[src/rtl/sdcfg_pkg.sv]
package sdcfg_pkg;
  localparam int unsigned WORD_W = 32;
  localparam int unsigned NBANK  = 4;

  // selector values for the data port
  localparam logic [WORD_W-1:0] SEL_ERR0   = 32'h00;
  localparam logic [WORD_W-1:0] SEL_ERR1   = 32'h08;
  localparam logic [WORD_W-1:0] SEL_ERRADR = 32'h10;
  localparam logic [WORD_W-1:0] SEL_CFG    = 32'h20;
  localparam logic [WORD_W-1:0] SEL_STAT   = 32'h24;
  localparam logic [WORD_W-1:0] SEL_RFSH   = 32'h30;
  localparam logic [WORD_W-1:0] SEL_PWR    = 32'h34;
  localparam logic [WORD_W-1:0] SEL_BANK0  = 32'h40;
  localparam logic [WORD_W-1:0] SEL_TIMING = 32'h80;
  localparam logic [WORD_W-1:0] SEL_ECCCFG = 32'h94;
  localparam logic [WORD_W-1:0] SEL_ECCERR = 32'h98;
  localparam int unsigned        BANK_STRIDE = 4;

  // write masks
  localparam logic [WORD_W-1:0] MSK_CFG    = 32'hFFE0_0000;
  localparam logic [WORD_W-1:0] MSK_RFSH   = 32'h3FF8_0000;
  localparam logic [WORD_W-1:0] MSK_PWR    = 32'hF800_0000;
  localparam logic [WORD_W-1:0] PWR_FIXED  = 32'h07C0_0000;
  localparam logic [WORD_W-1:0] MSK_BANK   = 32'hFFDE_E001;
  localparam logic [WORD_W-1:0] MSK_ECCCFG = 32'h00F0_0000;
  localparam logic [WORD_W-1:0] MSK_ECCERR = 32'hFFF0_F000;

  // reset values
  localparam logic [WORD_W-1:0] RST_CFG  = 32'h0080_0000;
  localparam logic [WORD_W-1:0] RST_RFSH = 32'h05F0_0000;
  localparam logic [WORD_W-1:0] RST_PWR  = 32'h07C0_0000;

  // bank word fields
  localparam int unsigned BASE_LSB  = 23;
  localparam int unsigned BASE_W    = WORD_W - BASE_LSB;
  localparam int unsigned CODE_LSB  = 17;
  localparam int unsigned CODE_W    = 3;
  localparam int unsigned MIN_SHIFT = 22;   // 4 MiB granule
  localparam int unsigned EN_BIT    = 31;
  localparam int unsigned SLF_BIT   = 30;
endpackage

[src/rtl/sdcfg_bank_match.sv]
module sdcfg_bank_match
  import sdcfg_pkg::*;
(
  input  logic [BASE_W-1:0] base,
  input  logic [CODE_W-1:0] code,
  input  logic              valid,
  input  logic              ctl_en,
  input  logic [WORD_W-1:0] addr,
  output logic              hit
);
  localparam logic [WORD_W-1:0] KEEP0 = ~((WORD_W'(1) << MIN_SHIFT) - WORD_W'(1));
  localparam logic [CODE_W-1:0] CODE_BAD = '1;

  logic [WORD_W-1:0] keep;
  logic [WORD_W-1:0] base_full;

  always_comb begin
    keep      = KEEP0 << code;
    base_full = {base, {BASE_LSB{1'b0}}};
    hit       = ctl_en && valid && (code != CODE_BAD) &&
                (((addr ^ base_full) & keep) == '0);
  end
endmodule

[src/rtl/sdcfg_hit_pick.sv]
module sdcfg_hit_pick #(
  parameter int unsigned N = 4
) (
  input  logic [N-1:0] raw,
  output logic [N-1:0] pick
);
  always_comb pick = raw & (~raw + N'(1));
endmodule

[src/rtl/sdcfg_rd_sel.sv]
module sdcfg_rd_sel
  import sdcfg_pkg::*;
(
  input  logic [WORD_W-1:0] sel,
  input  logic [WORD_W-1:0] err0,
  input  logic [WORD_W-1:0] err1,
  input  logic [WORD_W-1:0] err_adr,
  input  logic [WORD_W-1:0] cfg,
  input  logic [WORD_W-1:0] stat,
  input  logic [WORD_W-1:0] rfsh,
  input  logic [WORD_W-1:0] pwr,
  input  logic [WORD_W-1:0] ecc_cfg,
  input  logic [WORD_W-1:0] ecc_err,
  input  logic [NBANK-1:0][WORD_W-1:0] bank,
  output logic [WORD_W-1:0] data
);
  always_comb begin
    data = '1;
    unique case (sel)
      SEL_ERR0:   data = err0;
      SEL_ERR1:   data = err1;
      SEL_ERRADR: data = err_adr;
      SEL_CFG:    data = cfg;
      SEL_STAT:   data = stat;
      SEL_RFSH:   data = rfsh;
      SEL_PWR:    data = pwr;
      SEL_ECCCFG: data = ecc_cfg;
      SEL_ECCERR: data = ecc_err;
      default:    data = '1;
    endcase
    for (int b = 0; b < NBANK; b++)
      if (sel == SEL_BANK0 + WORD_W'(BANK_STRIDE * b)) data = bank[b];
  end
endmodule

[src/rtl/sdcfg_top.sv]
module sdcfg_top
  import sdcfg_pkg::*;
#(
  parameter int unsigned ADDR_W    = 10,
  parameter logic [9:0]  IDX_PORT  = 10'h010,
  parameter logic [9:0]  DATA_PORT = 10'h011
) (
  input  logic              clk,
  input  logic              rst,
  input  logic              bus_rd,
  input  logic              bus_wr,
  input  logic [ADDR_W-1:0] bus_addr,
  input  logic [WORD_W-1:0] bus_wdata,
  output logic [WORD_W-1:0] bus_rdata,
  output logic              bus_rvalid,
  input  logic [WORD_W-1:0] phys_addr,
  output logic [NBANK-1:0]  bank_hit,
  output logic              ecc_irq
);
  logic [WORD_W-1:0] sel_q, err0_q, err1_q, erradr_q, cfg_q, stat_q;
  logic [WORD_W-1:0] rfsh_q, pwr_q, ecccfg_q, eccerr_q;
  logic [NBANK-1:0][WORD_W-1:0] bank_q;
  logic [WORD_W-1:0] rd_word, cfg_new, ecc_new;
  logic [NBANK-1:0]  raw_hit;
  logic wr_sel, wr_dat, cfg_wr;

  assign wr_sel  = bus_wr && (bus_addr == ADDR_W'(IDX_PORT));
  assign wr_dat  = bus_wr && (bus_addr == ADDR_W'(DATA_PORT));
  assign cfg_wr  = wr_dat && (sel_q == SEL_CFG);
  assign cfg_new = bus_wdata & MSK_CFG;
  assign ecc_new = bus_wdata & MSK_ECCERR;

  always_ff @(posedge clk) begin
    if (rst) begin
      sel_q    <= '0;
      err0_q   <= '0;
      err1_q   <= '0;
      erradr_q <= '0;
      cfg_q    <= RST_CFG;
      stat_q   <= '0;
      rfsh_q   <= RST_RFSH;
      pwr_q    <= RST_PWR;
      ecccfg_q <= '0;
      eccerr_q <= '0;
      ecc_irq  <= 1'b0;
      bank_q   <= '0;
    end else begin
      if (wr_sel) sel_q <= bus_wdata;
      if (wr_dat) begin
        unique case (sel_q)
          SEL_ERR0:   err0_q   <= err0_q & ~bus_wdata;
          SEL_ERR1:   err1_q   <= err1_q & ~bus_wdata;
          SEL_ERRADR: erradr_q <= bus_wdata;
          SEL_CFG: begin
            if (!cfg_q[EN_BIT] && cfg_new[EN_BIT])      stat_q[EN_BIT] <= 1'b0;
            else if (cfg_q[EN_BIT] && !cfg_new[EN_BIT]) stat_q[EN_BIT] <= 1'b1;
            if (!cfg_q[SLF_BIT] && cfg_new[SLF_BIT])      stat_q[SLF_BIT] <= 1'b1;
            else if (cfg_q[SLF_BIT] && !cfg_new[SLF_BIT]) stat_q[SLF_BIT] <= 1'b0;
            cfg_q <= cfg_new;
          end
          SEL_RFSH:   rfsh_q   <= bus_wdata & MSK_RFSH;
          SEL_PWR:    pwr_q    <= (bus_wdata & MSK_PWR) | PWR_FIXED;
          SEL_ECCCFG: ecccfg_q <= bus_wdata & MSK_ECCCFG;
          SEL_ECCERR: begin
            eccerr_q <= ecc_new;
            ecc_irq  <= (ecc_new != '0);
          end
          default: ;
        endcase
        for (int b = 0; b < NBANK; b++)
          if (sel_q == SEL_BANK0 + WORD_W'(BANK_STRIDE * b))
            bank_q[b] <= bus_wdata & MSK_BANK;
      end
    end
  end

  sdcfg_rd_sel u_rd_sel (
    .sel(sel_q), .err0(err0_q), .err1(err1_q), .err_adr(erradr_q),
    .cfg(cfg_q), .stat(stat_q), .rfsh(rfsh_q), .pwr(pwr_q),
    .ecc_cfg(ecccfg_q), .ecc_err(eccerr_q), .bank(bank_q), .data(rd_word)
  );

  always_ff @(posedge clk) begin
    if (rst) begin
      bus_rvalid <= 1'b0;
      bus_rdata  <= '0;
    end else begin
      bus_rvalid <= bus_rd;
      if (bus_rd) begin
        if (bus_addr == ADDR_W'(IDX_PORT))       bus_rdata <= sel_q;
        else if (bus_addr == ADDR_W'(DATA_PORT)) bus_rdata <= rd_word;
        else                                     bus_rdata <= '0;
      end
    end
  end

  for (genvar g = 0; g < NBANK; g++) begin : g_bank
    sdcfg_bank_match u_match (
      .base  (bank_q[g][WORD_W-1:BASE_LSB]),
      .code  (bank_q[g][CODE_LSB +: CODE_W]),
      .valid (bank_q[g][0]),
      .ctl_en(cfg_q[EN_BIT]),
      .addr  (phys_addr),
      .hit   (raw_hit[g])
    );
    AST_BANK_MASKED: assert property (@(posedge clk) disable iff (rst)
      (bank_q[g] & ~MSK_BANK) == '0);
  end

  sdcfg_hit_pick #(.N(NBANK)) u_pick (.raw(raw_hit), .pick(bank_hit));

  AST_HIT_ONEHOT: assert property (@(posedge clk) disable iff (rst)
    $onehot0(bank_hit));
  AST_HIT_NEEDS_EN: assert property (@(posedge clk) disable iff (rst)
    !cfg_q[EN_BIT] |-> bank_hit == '0);
  AST_RVALID_NEXT: assert property (@(posedge clk) disable iff (rst)
    bus_rd |=> bus_rvalid);
  AST_STATUS_HOLD: assert property (@(posedge clk) disable iff (rst)
    !cfg_wr |=> $stable(stat_q));
  AST_PWR_FIXED: assert property (@(posedge clk) disable iff (rst)
    (pwr_q & PWR_FIXED) == PWR_FIXED);
  AST_IRQ_TRACKS: assert property (@(posedge clk) disable iff (rst)
    ecc_irq == (eccerr_q != '0));
endmodule

[config.mk]
export PLATFORM = sky130hd
export DESIGN_NAME = sdcfg_top
export DESIGN_NICKNAME = d
export VERILOG_FILES = /design/src/rtl/sdcfg_pkg.sv /design/src/rtl/sdcfg_bank_match.sv /design/src/rtl/sdcfg_hit_pick.sv /design/src/rtl/sdcfg_rd_sel.sv /design/src/rtl/sdcfg_top.sv
export SDC_FILE = /design/constraint.sdc
export NUM_CORES = 1
export LEC_CHECK = 0
export ABC_AREA = 0
export BUFFER_PORTS_ARGS = -buffer_cell sky130_fd_sc_hd__buf_2
export CAP_MARGIN = 20
export CORE_MARGIN = 1.5
export CORE_UTILIZATION = 55
export DETAILED_ROUTE_END_ITERATION = 8
export PLACE_DENSITY_LB_ADDON = 0.05
export SLEW_MARGIN = 40
export SYNTH_ARGS = -nofsm -noshare
export SYNTH_HDL_FRONTEND = slang
export SYNTH_SLANG_ARGS = --single-unit
[constraint.sdc]
create_clock -name clk -period 3.4 [get_ports clk]
set_clock_uncertainty 0.2 [all_clocks]
set_input_delay 0.17 -clock clk [delete_from_list [all_inputs] [get_ports clk]]
set_output_delay 0.17 -clock clk [all_outputs]
set_load 0.005 [all_outputs]
==> metrics.txt <==
relative slew slack 0.4117; first-pass GRT wire length approximately 65,000 microns; CP Data Arrival Time 3.31 ns; Hold Path Class in2reg; CP Class reg2reg; worst skew pair latency 0.58 ns; EDFF count, synth 0; I/O Buffers 93; Req. time, crit path 3.64 ns; Layout Utilization 0.6610; delay-heaviest family, CP simple AND/OR/NAND/NOR gates; Syn-to-layout area delta 17.13%; via count of the first global-routing pass 11,506; CTS Root Cell clkbuf_16; Seq cells post-synth between 200 and 300; Crit-path slowest cell or4_4; share of cells above drive strength 1 0.1499; GRT Residual Overflow 0; Final Setup Violations 0; Sink Count 283; Initial Utilization 0.5643; core area 22,780 sq um; Mapped Cells 1,598; NumNets Final around 1,800; unrepaired setup endpoints after global routing false; Post-CTS Resized 0; wire per inst 20.68 microns; Total Routing Usage GR 0.3422; fillcell total 1,939; min cycle time layout 3.072 ns; HPWL after detailed placement between 20,000 and 30,000 microns; die extent in y 155.9 microns; Syn Nets 1,678; crit path buf inv count 1; Reg clk slew, reported paths about 0.070 ns; largest net degree at the start of global routing between 150 and 200; ANT nets after route 0; Total Neg Setup Slack 0 ns; htree depth 1; maximum VDD drop 0.6283 mV; worst path cell trace nor4_2 -> and2_1 -> nand2_2 -> or4_4 -> a2111oi_0 -> buf_4 -> or3_1 -> a31oi_1; fin crit share 0.9036; initial DRC count 1,342; commonest cells in the netlist nand2_1, dfxtp_1, a21oi_1, clkbuf_1, nand2b_1; Fmax 325.5 MHz; Crit. End Element register; Leak 5.435 nW; PwrDens 472.8 nW/um^2; asr flop ratio synth 0; MaxCap Viol Count 0; Ys Warns 0; vias per inst just over 6; Clock Path Buffers 3; via count 12,221; drt pass-1 iters 6; diode count 0; synthesized area approximately 13,000 sq um; final hold vios 0; Pins Over Slew Limit 0; count leader, synth nand2_1; routability cong. 0.9421; area fraction of the dominant cell type after synthesis 0.4408; Placement Rows 55; Seq/Total Area, Yosys 0.4408; TritonCTS clock tree built; element type at the critical path start register; actual slew at the worst max-slew pin 0.8744 ns; width of the die 155.9 microns; Worst Path Max Fanout 8; ys flop type dfxtp_1; top post-synthesis cells by area dfxtp_1, nand2_1, a21oi_1, nand2b_1, clkbuf_1; syn_area_per_cell 8.044 sq um; Distinct cells, synth 72; I/O Pins 116; drt total wl 41,790 microns; Tot Pwr 7.118 mW; status finished clean; CTS buffer count 30; initial antenna violation count 0; die area 24,300 sq um; slowest stage delay, CP 0.59 ns; Synth area leader dfxtp_1; Remaining DRCs 0
-- kinds of logic (layout without fill, tap and decap cells) --
family / after synthesis / in the layout / synth area share
AOI/OAI and AO/OA: 450 / 450 / 0.2159
xor gates and xnor gates: 36 / 36 / 0.02453
adders and majority gates: 2 / 2 / 0.001947
buffers and inverters: 146 / 256 / 0.05169
DFF: 283 / 283 / 0.4408
muxes: 23 / 23 / 0.01840
and+or+nand+nor: 658 / 658 / 0.2468
-- worst reg2reg max path: stages (launching register included) --
cell and delay [ns]:
dfxtp_1 0.33, nor4_2 0.47, and2_1 0.38, nand2_2 0.20, or4_4 0.59, a2111oi_0 0.41
buf_4 0.20, or3_1 0.10, a31oi_1 0.07
-- what timing repair did --
| item | CTS | global route |
|---|---|---|
| endpoints found under the hold margin | 251 | 0 |
| hold buffers | 35 | 0 |
| buffers inserted | 0 | 0 |
-- report_power, final --
group / switching (mW) / internal (mW) / leakage (nW) / total, mW
registers: 0.00669 / 3.33 / 2.28 / 3.33
logic: 0.205 / 0.122 / 2.62 / 0.328
clock network: 1.40 / 2.06 / 0.531 / 3.46
-- through the flow --
| stage | cells | cell area, sq um | worst slack, ns | hold WS, ns |
|---|---|---|---|---|
| floorplan | 1598 | 12850 | 1.023 | 0.05779 |
| global placement | 1930 | 13640 | 0.4578 | 0.1940 |
| detailed placement | 1930 | 13650 | 0.3677 | 0.1996 |
| CTS | 2021 | 15060 | 0.3581 | 0.04353 |
| global route | 2021 | 15060 | 0.1798 | 0.08957 |
| finish | 2021 | 15060 | 0.3277 | 0.05252 |
-- per-layer routing --
| metal | routed length, microns | vias up | track usage |
|---|---|---|---|
| li1 | - | 5767 | - |
| met1 | 17490 | 5779 | 0.4666 |
| met2 | 19580 | 581 | 0.5589 |
| met3 | 3300 | 94 | 0.04028 |
| met4 | 1424 | 0 | 0.1243 |
| met5 | 0 | - | 0 |
-- worst paths after layout --
check | start | to | slack (ns) | cells past startpoint
max | sel_q[10] | bus_rdata[29] | 0.33 | 8
min | bus_addr[0] | bus_rdata[13] | 0.05 | 5
max reg2reg | sel_q[10] | bus_rdata[29] | 0.33 | 8
min reg2reg | err1_q[22] | err1_q[22] | 0.25 | 2
-- sequential cells by signal (all words and copies together) (netlist names) --
signal	cells
bank_q	72
bus_rdata	32
err0_q	32
err1_q	32
erradr_q	32
sel_q	32
eccerr_q	16
cfg_q	11
rfsh_q	11
pwr_q	5
ecccfg_q	4
stat_q	2
bus_rvalid	1
ecc_irq	1
-- final cells by class --
class,count,area [sq um],share of cell area
Multi-Input combinational cell,1169,6535,0.4341
Timing Repair Buffer,195,1389,0.09225
Clock buffer,37,837.1,0.05560
Inverter,5,18.77,0.001247
Tap cell,313,391.6,0.02601
Sequential cell,283,5665,0.3763
Clock inverter,19,219.0,0.01454
-- cell usage in the layout, fill, tap and decap left out, types with 6 or more instances in the layout --
cell type / count
nand2_1: 377
dfxtp_1: 283
a21oi_1: 277
buf_2: 92
nand2b_1: 70
nor2_1: 66
buf_4: 63
dlygate4sd3_1: 35
nand3_1: 32
clkbuf_16: 31
a211oi_1: 25
a222oi_1: 25
o21ai_0: 21
xor2_1: 19
mux2i_1: 18
xnor2_1: 17
nor4_1: 16
a22o_1: 15
and3_1: 13
a22oi_1: 13
nand4_1: 12
clkinv_2: 11
and2_1: 9
o211ai_1: 8
nor2b_1: 8
nor4_4: 7
a2111oi_0: 6
nor3_1: 6
a31oi_1: 6
nor3_2: 6
a311oi_1: 6
a211o_1: 6
clkbuf_8: 6
Power figures use the tool's default switching activity.
